File: src/rtl/li_wrapper.sv
module li_wrapper #(
  parameter int NUM_IN = 2,
  parameter int WIDTH  = 16,
  parameter int DEPTH  = 4,
  parameter bit REG_EN = 1'b0
) (
  input  logic                    clk,
  input  logic                    rst_n,
  input  logic [NUM_IN*WIDTH-1:0] in_data,
  input  logic [NUM_IN-1:0]       in_valid,
  output logic [NUM_IN-1:0]       in_stop,
  output logic [WIDTH-1:0]        out_data,
  output logic                    out_valid,
  input  logic                    out_stop
);
  localparam int AW  = (DEPTH > 1) ? $clog2(DEPTH) : 1;
  localparam int CW  = $clog2(DEPTH + 1);
  localparam int OD  = REG_EN ? 3 : 1;
  localparam int OCW = 3;

  logic              fire, opop, oq_full;
  logic [NUM_IN-1:0] push, full, has_data;
  logic [CW-1:0]     cnt  [NUM_IN];
  logic [WIDTH-1:0]  head [NUM_IN];
  logic [WIDTH-1:0]  acc, sum;
  logic [WIDTH-1:0]  oq [4];
  logic [1:0]        orp, owp;
  logic [OCW-1:0]    ocnt;

  for (genvar i = 0; i < NUM_IN; i++) begin : g_in
    logic [WIDTH-1:0] mem [DEPTH];
    logic [AW-1:0]    rp, wp;
    logic [CW-1:0]    n;

    assign cnt[i]      = n;
    assign full[i]     = n == CW'(DEPTH);
    assign has_data[i] = n != '0;
    assign push[i]     = in_valid[i] & ~in_stop[i];
    assign head[i]     = mem[rp];

    always_ff @(posedge clk)
      if (push[i]) mem[wp] <= in_data[i*WIDTH +: WIDTH];

    always_ff @(posedge clk or negedge rst_n)
      if (!rst_n) begin
        rp <= '0;
        wp <= '0;
        n  <= '0;
      end else begin
        if (push[i]) wp <= (wp == AW'(DEPTH - 1)) ? '0 : wp + AW'(1);
        if (fire)    rp <= (rp == AW'(DEPTH - 1)) ? '0 : rp + AW'(1);
        n <= n + CW'(push[i]) - CW'(fire);
      end

    if (REG_EN) begin : g_stop_reg
      logic s;
      always_ff @(posedge clk or negedge rst_n)
        if (!rst_n) s <= 1'b0;
        else        s <= n >= CW'(DEPTH - 1);
      assign in_stop[i] = s;
    end else begin : g_stop_dir
      assign in_stop[i] = full[i];
    end
  end

  always_comb begin
    sum = acc;
    for (int i = 0; i < NUM_IN; i++) sum = sum + head[i];
  end

  assign oq_full   = ocnt == OCW'(OD);
  assign out_valid = ocnt != '0;
  assign out_data  = oq[orp];
  assign opop      = out_valid & ~out_stop;

  if (REG_EN) begin : g_en_reg
    logic en_q, go;
    always_comb begin
      go = (ocnt + OCW'(fire)) <= OCW'(OD - 1);
      for (int i = 0; i < NUM_IN; i++)
        if (cnt[i] <= CW'(fire)) go = 1'b0;
    end
    always_ff @(posedge clk or negedge rst_n)
      if (!rst_n) en_q <= 1'b0;
      else        en_q <= go;
    assign fire = en_q;
  end else begin : g_en_dir
    assign fire = (&has_data) & (~oq_full | opop);
  end

  always_ff @(posedge clk)
    if (fire) oq[owp] <= sum;

  always_ff @(posedge clk or negedge rst_n)
    if (!rst_n) begin
      acc  <= '0;
      orp  <= '0;
      owp  <= '0;
      ocnt <= '0;
    end else begin
      if (fire) begin
        acc <= sum;
        owp <= (owp == 2'(OD - 1)) ? 2'd0 : owp + 2'd1;
      end
      if (opop) orp <= (orp == 2'(OD - 1)) ? 2'd0 : orp + 2'd1;
      ocnt <= ocnt + OCW'(fire) - OCW'(opop);
    end
endmodule

File: config.mk
export PLATFORM = sky130hd
export DESIGN_NAME = li_wrapper
export DESIGN_NICKNAME = d
export VERILOG_FILES = /design/src/rtl/li_wrapper.sv
export SDC_FILE = /design/constraint.sdc
export NUM_CORES = 1
export LEC_CHECK = 0
export ABC_AREA = 1
export BUFFER_PORTS_ARGS = -buffer_cell sky130_fd_sc_hd__buf_2
export CAP_MARGIN = 10
export CORE_AREA = 2 2 169 171
export DETAILED_ROUTE_END_ITERATION = 7
export DIE_AREA = 0 0 171 173
export GPL_ROUTABILITY_DRIVEN = 0
export GPL_TIMING_DRIVEN = 0
export RECOVER_POWER = 25
export SYNTH_ARGS = -nofsm -noshare
export SYNTH_HDL_FRONTEND = slang
export SYNTH_SLANG_ARGS = --single-unit
File: constraint.sdc
create_clock -name clk -period 3.2 [get_ports clk]
set_clock_uncertainty 0.1 [all_clocks]
set_input_delay 0.16 -clock clk [delete_from_list [all_inputs] [get_ports clk]]
set_output_delay 0.16 -clock clk [all_outputs]
set_load 0.05 [all_outputs]
After elaboration in Yosys (flattened, before gate mapping)
Memories as Yosys holds them, arrays and structs flattened. Cells that the tools add are included.

Register bits: 37. Bits in latches: 0. Bits in writable memories: 192. Memory bits (read-only): 0. Output and inout port bits: 19. Logic and storage cells: 61. Memories kept: 3.

Memory list: g_in[0].mem (depth 4, width 16, read ports 1, clocked after Yosys merged registers in 0, write ports 1, line 31) `logic [WIDTH-1:0] mem [DEPTH];`; g_in[1].mem (depth 4, width 16, read ports 1, clocked after Yosys merged registers in 0, write ports 1, line 31); oq (depth 4, width 16, read ports 1, clocked after Yosys merged registers in 0, write ports 1, line 26) `logic [WIDTH-1:0] oq [4];`.

$add $sub $neg: 14. $mul: 0. Divide/modulo/power cells: 0. Order comparisons: 0. Eq/ne operators: 7. Shift-type cells: 0. Muxes and demuxes: 12. Bitwise gates (word level): 9. Reductions and logical operators: 6.

Operators by type and width (count): adder 16 bit (2); adder 2 x 1 -> 2 bit, second input constant (6); 2-to-1 mux 2 bit (6); adder 3 x 1 -> 3 bit (3); nonzero test 3 bit (3); subtractor 3 x 1 -> 3 bit (3); == test 2 bit, second input constant (4); == test 3 bit, second input constant (2); 2-to-1 mux 1 bit (6); AND 1 bit (4); logical NOT 2 bit (2); NOT 1 bit (4); == test 3 x 1 -> 1 bit, second input constant (1); AND reduction 2 bit (1); bitwise OR 1 bit (1).

Longest topological paths before layout
Word-level depth: 6. Depth in mapped cells: 20.

Least setup slack after synthesis
No wires, ideal clock.

Path kind: reg2reg. Start: reg g_in[1].rp[0]. End: mem oq[0][13] (data pin). Setup time: 263 ps. Data arrival time: 2706 ps. Path slack: 130 ps. Stages on the path, launching flop included: 18. Clock period less this slack: 3070 ps. Path through: dfrtp_1 > buf_2 > inv_2 > clkbuf_1 > nand2_1 > a32o_1 > fa_1 > inv_1 > ha_1 > inv_1 > fa_1 > inv_1 > nand3_1 > nand3_1 > nand4_1 > nand3_1 > nand2_1 > and2_1.

Word-level cells in the longest chain between the ends: 2.

RTL lines: start: declaration (line 32) `logic [AW-1:0] rp, wp;`; start signal: assignment (line 51) `if (fire) rp <= (rp == AW'(DEPTH - 1)) ? '0 : rp + AW'(1);`; memory read (4 x 16 bit); adder 16 bit (line 68) `for (int i = 0; i < NUM_IN; i++) sum = sum + head[i];`; net sum[13] (line 25) `logic [WIDTH-1:0] acc, sum;`; end: declaration (line 26).

The timed path passes the listed nets, and every way through them passes these cells.

Final worst setup path
Start: reg g_in[1].rp[0]. End: mem oq[0][8] (data pin).

The elaborated chain is that of the path after synthesis.

==> results.toml <==
[floorplanning]
boundaryPins = 56
core_um2 = 27600
start_util_pct = 36.5
die_h_um = 173
die_x_um = 171
num_rows = 61
die-area_um2 = 29600

[clock_tree]
cts_tree = "done"
root_buffer = "clkbuf_16"
cts_inserted_buffers = 24
clk_pin_slew_worst_paths_ns = 0.06
clock_path_buffers = 3
htreeDepth = 1
clock_latency_ns = 0.51
cts.sinks = 229

[cells_and_area]
antennaDiodeCount = 0
areaGrowthSynthToFinish_pct = 26.4
final_nets = 1071
final-seq-area_um2 = 6690
drive_gt1_share_pct = 20.6
multiInputGateArea_um2 = 3430
fillers = 2510

[worst_setup_path]
crit_path_max_incr_delay_ns = 0.57
crit_arrival_ns = 3.36
end_kind = "register"
slowest_stage = "fa_1"
cpMostUsedCell = "a21oi_1"
critPathKind = "register to register"
startpoint_type = "register"
critPathMaxFanout = 10
path_buf_inv = 3
critical-path-top-delay-family = "adder cells"
critPathRequiredTime_ns = 3.35
path_cells = "buf_6, clkbuf_8, o21ai_1, o22ai_2, fa_1, ha_4, a21oi_1, nand2_2, buf_4, a21oi_1, nand2_1, and2_2"

[yosys]
synth_ff_type = "edfxtp_1"
ys_async_sr_fraction_pct = 16.2
synth_edf_count = 192
avgSynthCellArea_um2 = 11.9
ys_ff_latch = 229
synth_seq_area_share_pct = 66.4
synthDistinctLibCells = 32
yosysWarnings = 0
syn-num-nets = 935
synthesis.area_um2 = 10100
syn_inst = 843

[outcome]
violations = "negative setup slack"
status = "finished with violations"

[detailed_routing]
vias = 6581
ant_nets = 0
post_drt_wl_per_cell_um = 16.9
dr.pass1.iters = 5
routed_wl_mm = 23.2
drc_errors = 0
viasPerCell = 4.79
drt_iter0_markers = 524

[placed_design]
io_buffers = 55
dp_hpwl_mm = 15.2

[grt]
antenna_found_initial = 0
first_global_vias = 6628
grt_overflow = 0
groute.usage.overall_pct = 15.6
busiest_layer = "met2"
grt_first_pass_wirelength_mm = 35.8
grt_max_degree = 38
grt_util_met2_pct = 25.6
met3_usage_pct = 2.49
grt_use_met1_pct = 21.8

[sta]
setup_slack_ns = -0.0117
slew-limit-headroom_pct = 36.2
timing.final.crit_share_pct = 100
hold_ws_ns = 0.0361
rsz0062_at_grt = "true"
final_hold_viol_count = 0
fmax_mhz = 311
fin_crit_ns = 3.21
slew_viol_final = 0
setup_violations = 4
worstMarginPinSlew_ns = 0.956

[hold_path]
worstHoldPathType = "input pin to register"

[flow_run]
cap_viol_max_count = 0
## Yosys cell counts (2+ instances only)
master | number | share of area, %
a21oi_1 | 16 | 0.79
a32o_1 | 2 | 0.20
and2_1 | 5 | 0.31
buf_2 | 2 | 0.099
buf_4 | 3 | 0.22
clkbuf_1 | 24 | 0.89
dfrtp_1 | 37 | 9.2
edfxtp_1 | 192 | 57
fa_1 | 19 | 3.8
ha_1 | 36 | 4.5
inv_1 | 67 | 2.5
inv_2 | 4 | 0.15
nand2_1 | 117 | 4.4
nand2_2 | 4 | 0.25
nand3_1 | 27 | 1.3
nand3_2 | 2 | 0.20
nand4_1 | 4 | 0.25
nor2_1 | 114 | 4.2
o21ai_0 | 102 | 5.1
o21ai_1 | 3 | 0.15
o21ai_2 | 2 | 0.17
o22ai_1 | 44 | 2.7
xnor2_1 | 4 | 0.35
xor2_1 | 5 | 0.43
## worst min-delay path, cell delays in order
cell and delay [ns]:
buf_2 0.09, o21ai_2 0.10, inv_1 0.15, o21ai_0 0.09
## logic make-up (layout without fill, tap and decap cells)
family	after synthesis	in the layout	share of synthesized area, %
buffers and inverters	102	256	3.96
XOR/XNOR	10	10	0.944
adder cells (fa/ha/maj)	55	55	8.25
AO/OA/AOI/OAI	172	172	9.33
flip-flops	229	229	66.4
AND/OR/NAND/NOR	275	275	11.1
## registers in the layout, summed over array words and instances, names as in the netlist
name      flops
oq           64
orp           2
acc          16
g_in.n        6
ocnt          3
owp           2
g_in.rp       4
g_in.mem    128
g_in.wp       4
## final timing paths
| path | slack (ns) | cells after the start | start | to |
|---|---|---|---|---|
| worst min-delay path | 0.04 | 4 | in_valid[0] | g_in[0].wp[0]$_DFFE_PN0P_ |
| max in group asynchronous | 2.14 | 2 | rst_n | g_in[1].rp[1]$_DFFE_PN0P_ |
| worst max register to register | -0.01 | 12 | g_in[1].rp[0]$_DFFE_PN0P_ | oq[0][8]$_DFFE_PP_ |
| worst min register to register | 0.40 | 2 | acc[0]$_DFFE_PN0P_ | acc[0]$_DFFE_PN0P_ |
| worst max-delay path | -0.01 | 12 | g_in[1].rp[0]$_DFFE_PN0P_ | oq[0][8]$_DFFE_PP_ |
| min in group asynchronous | 0.22 | 2 | rst_n | g_in[0].wp[0]$_DFFE_PN0P_ |
## metal layers
metal,wire length [um],vias up
met5,0,-
met4,404,0
met3,923,27
met2,11200,127
met1,10700,3215
li1,-,3212
## through the flow
| step | TNS (ns) | instance area, um^2 | utilization (%) | cells | worst slack (ns) |
|---|---|---|---|---|---|
| 6_report | -0.0433 | 12700 | 46.1 | 1375 | -0.0117 |
| 3_5_place_dp | -26.00 | 10900 | 39.5 | 1281 | -0.573 |
| 3_3_place_gp | -23.25 | 10800 | 39.2 | 1276 | -0.527 |
| 5_1_grt | -1.92 | 12700 | 46.1 | 1375 | -0.137 |
| 4_1_cts | 0 | 12400 | 45.0 | 1361 | 0.00276 |
| 2_1_floorplan | 0 | 10100 | - | 843 | 0.130 |
## final cells by class
type	instances	area share, %
Timing Repair Buffer	110	6.29
Clock inverter	13	0.953
Buffer	30	2.02
Sequential cell	229	52.6
Multi-Input combinational cell	512	26.9
Inverter	72	2.30
Tap cell	378	3.71
Clock buffer	31	5.25
## cells in the final DEF (no fill, tap or decap), types with 3 or more instances in the layout
cell type	instances
a21oi_1	10
a21oi_2	6
buf_2	27
buf_4	19
buf_6	7
buf_8	6
clkbuf_1	41
clkbuf_16	26
clkbuf_4	3
clkbuf_8	5
clkinv_1	3
clkinv_2	4
clkinvlp_4	4
dfrtp_1	35
dlygate4sd3_1	34
edfxtp_1	192
fa_1	17
ha_1	25
ha_4	9
inv_1	64
inv_2	4
nand2_1	115
nand2_2	6
nand3_1	25
nand3_2	4
nand4_1	4
nor2_1	97
nor2_2	15
o21ai_0	77
o21ai_1	22
o21ai_2	7
o22ai_1	16
o22ai_2	27
xnor2_1	4
xor2_1	4
## timing repair
action,4_1_cts,5_1_grt
hold buffers,34,0
pin swaps,5,18
endpoints found under the hold margin,167,0
setup endpoints to repair,69,52
setup buffers,2,13
gates resized for setup,89,86
cloned,0,1
Power is left out: the tool's default activity adds up to more than one toggle a clock period on the data nets, which glitch-free logic cannot reach.
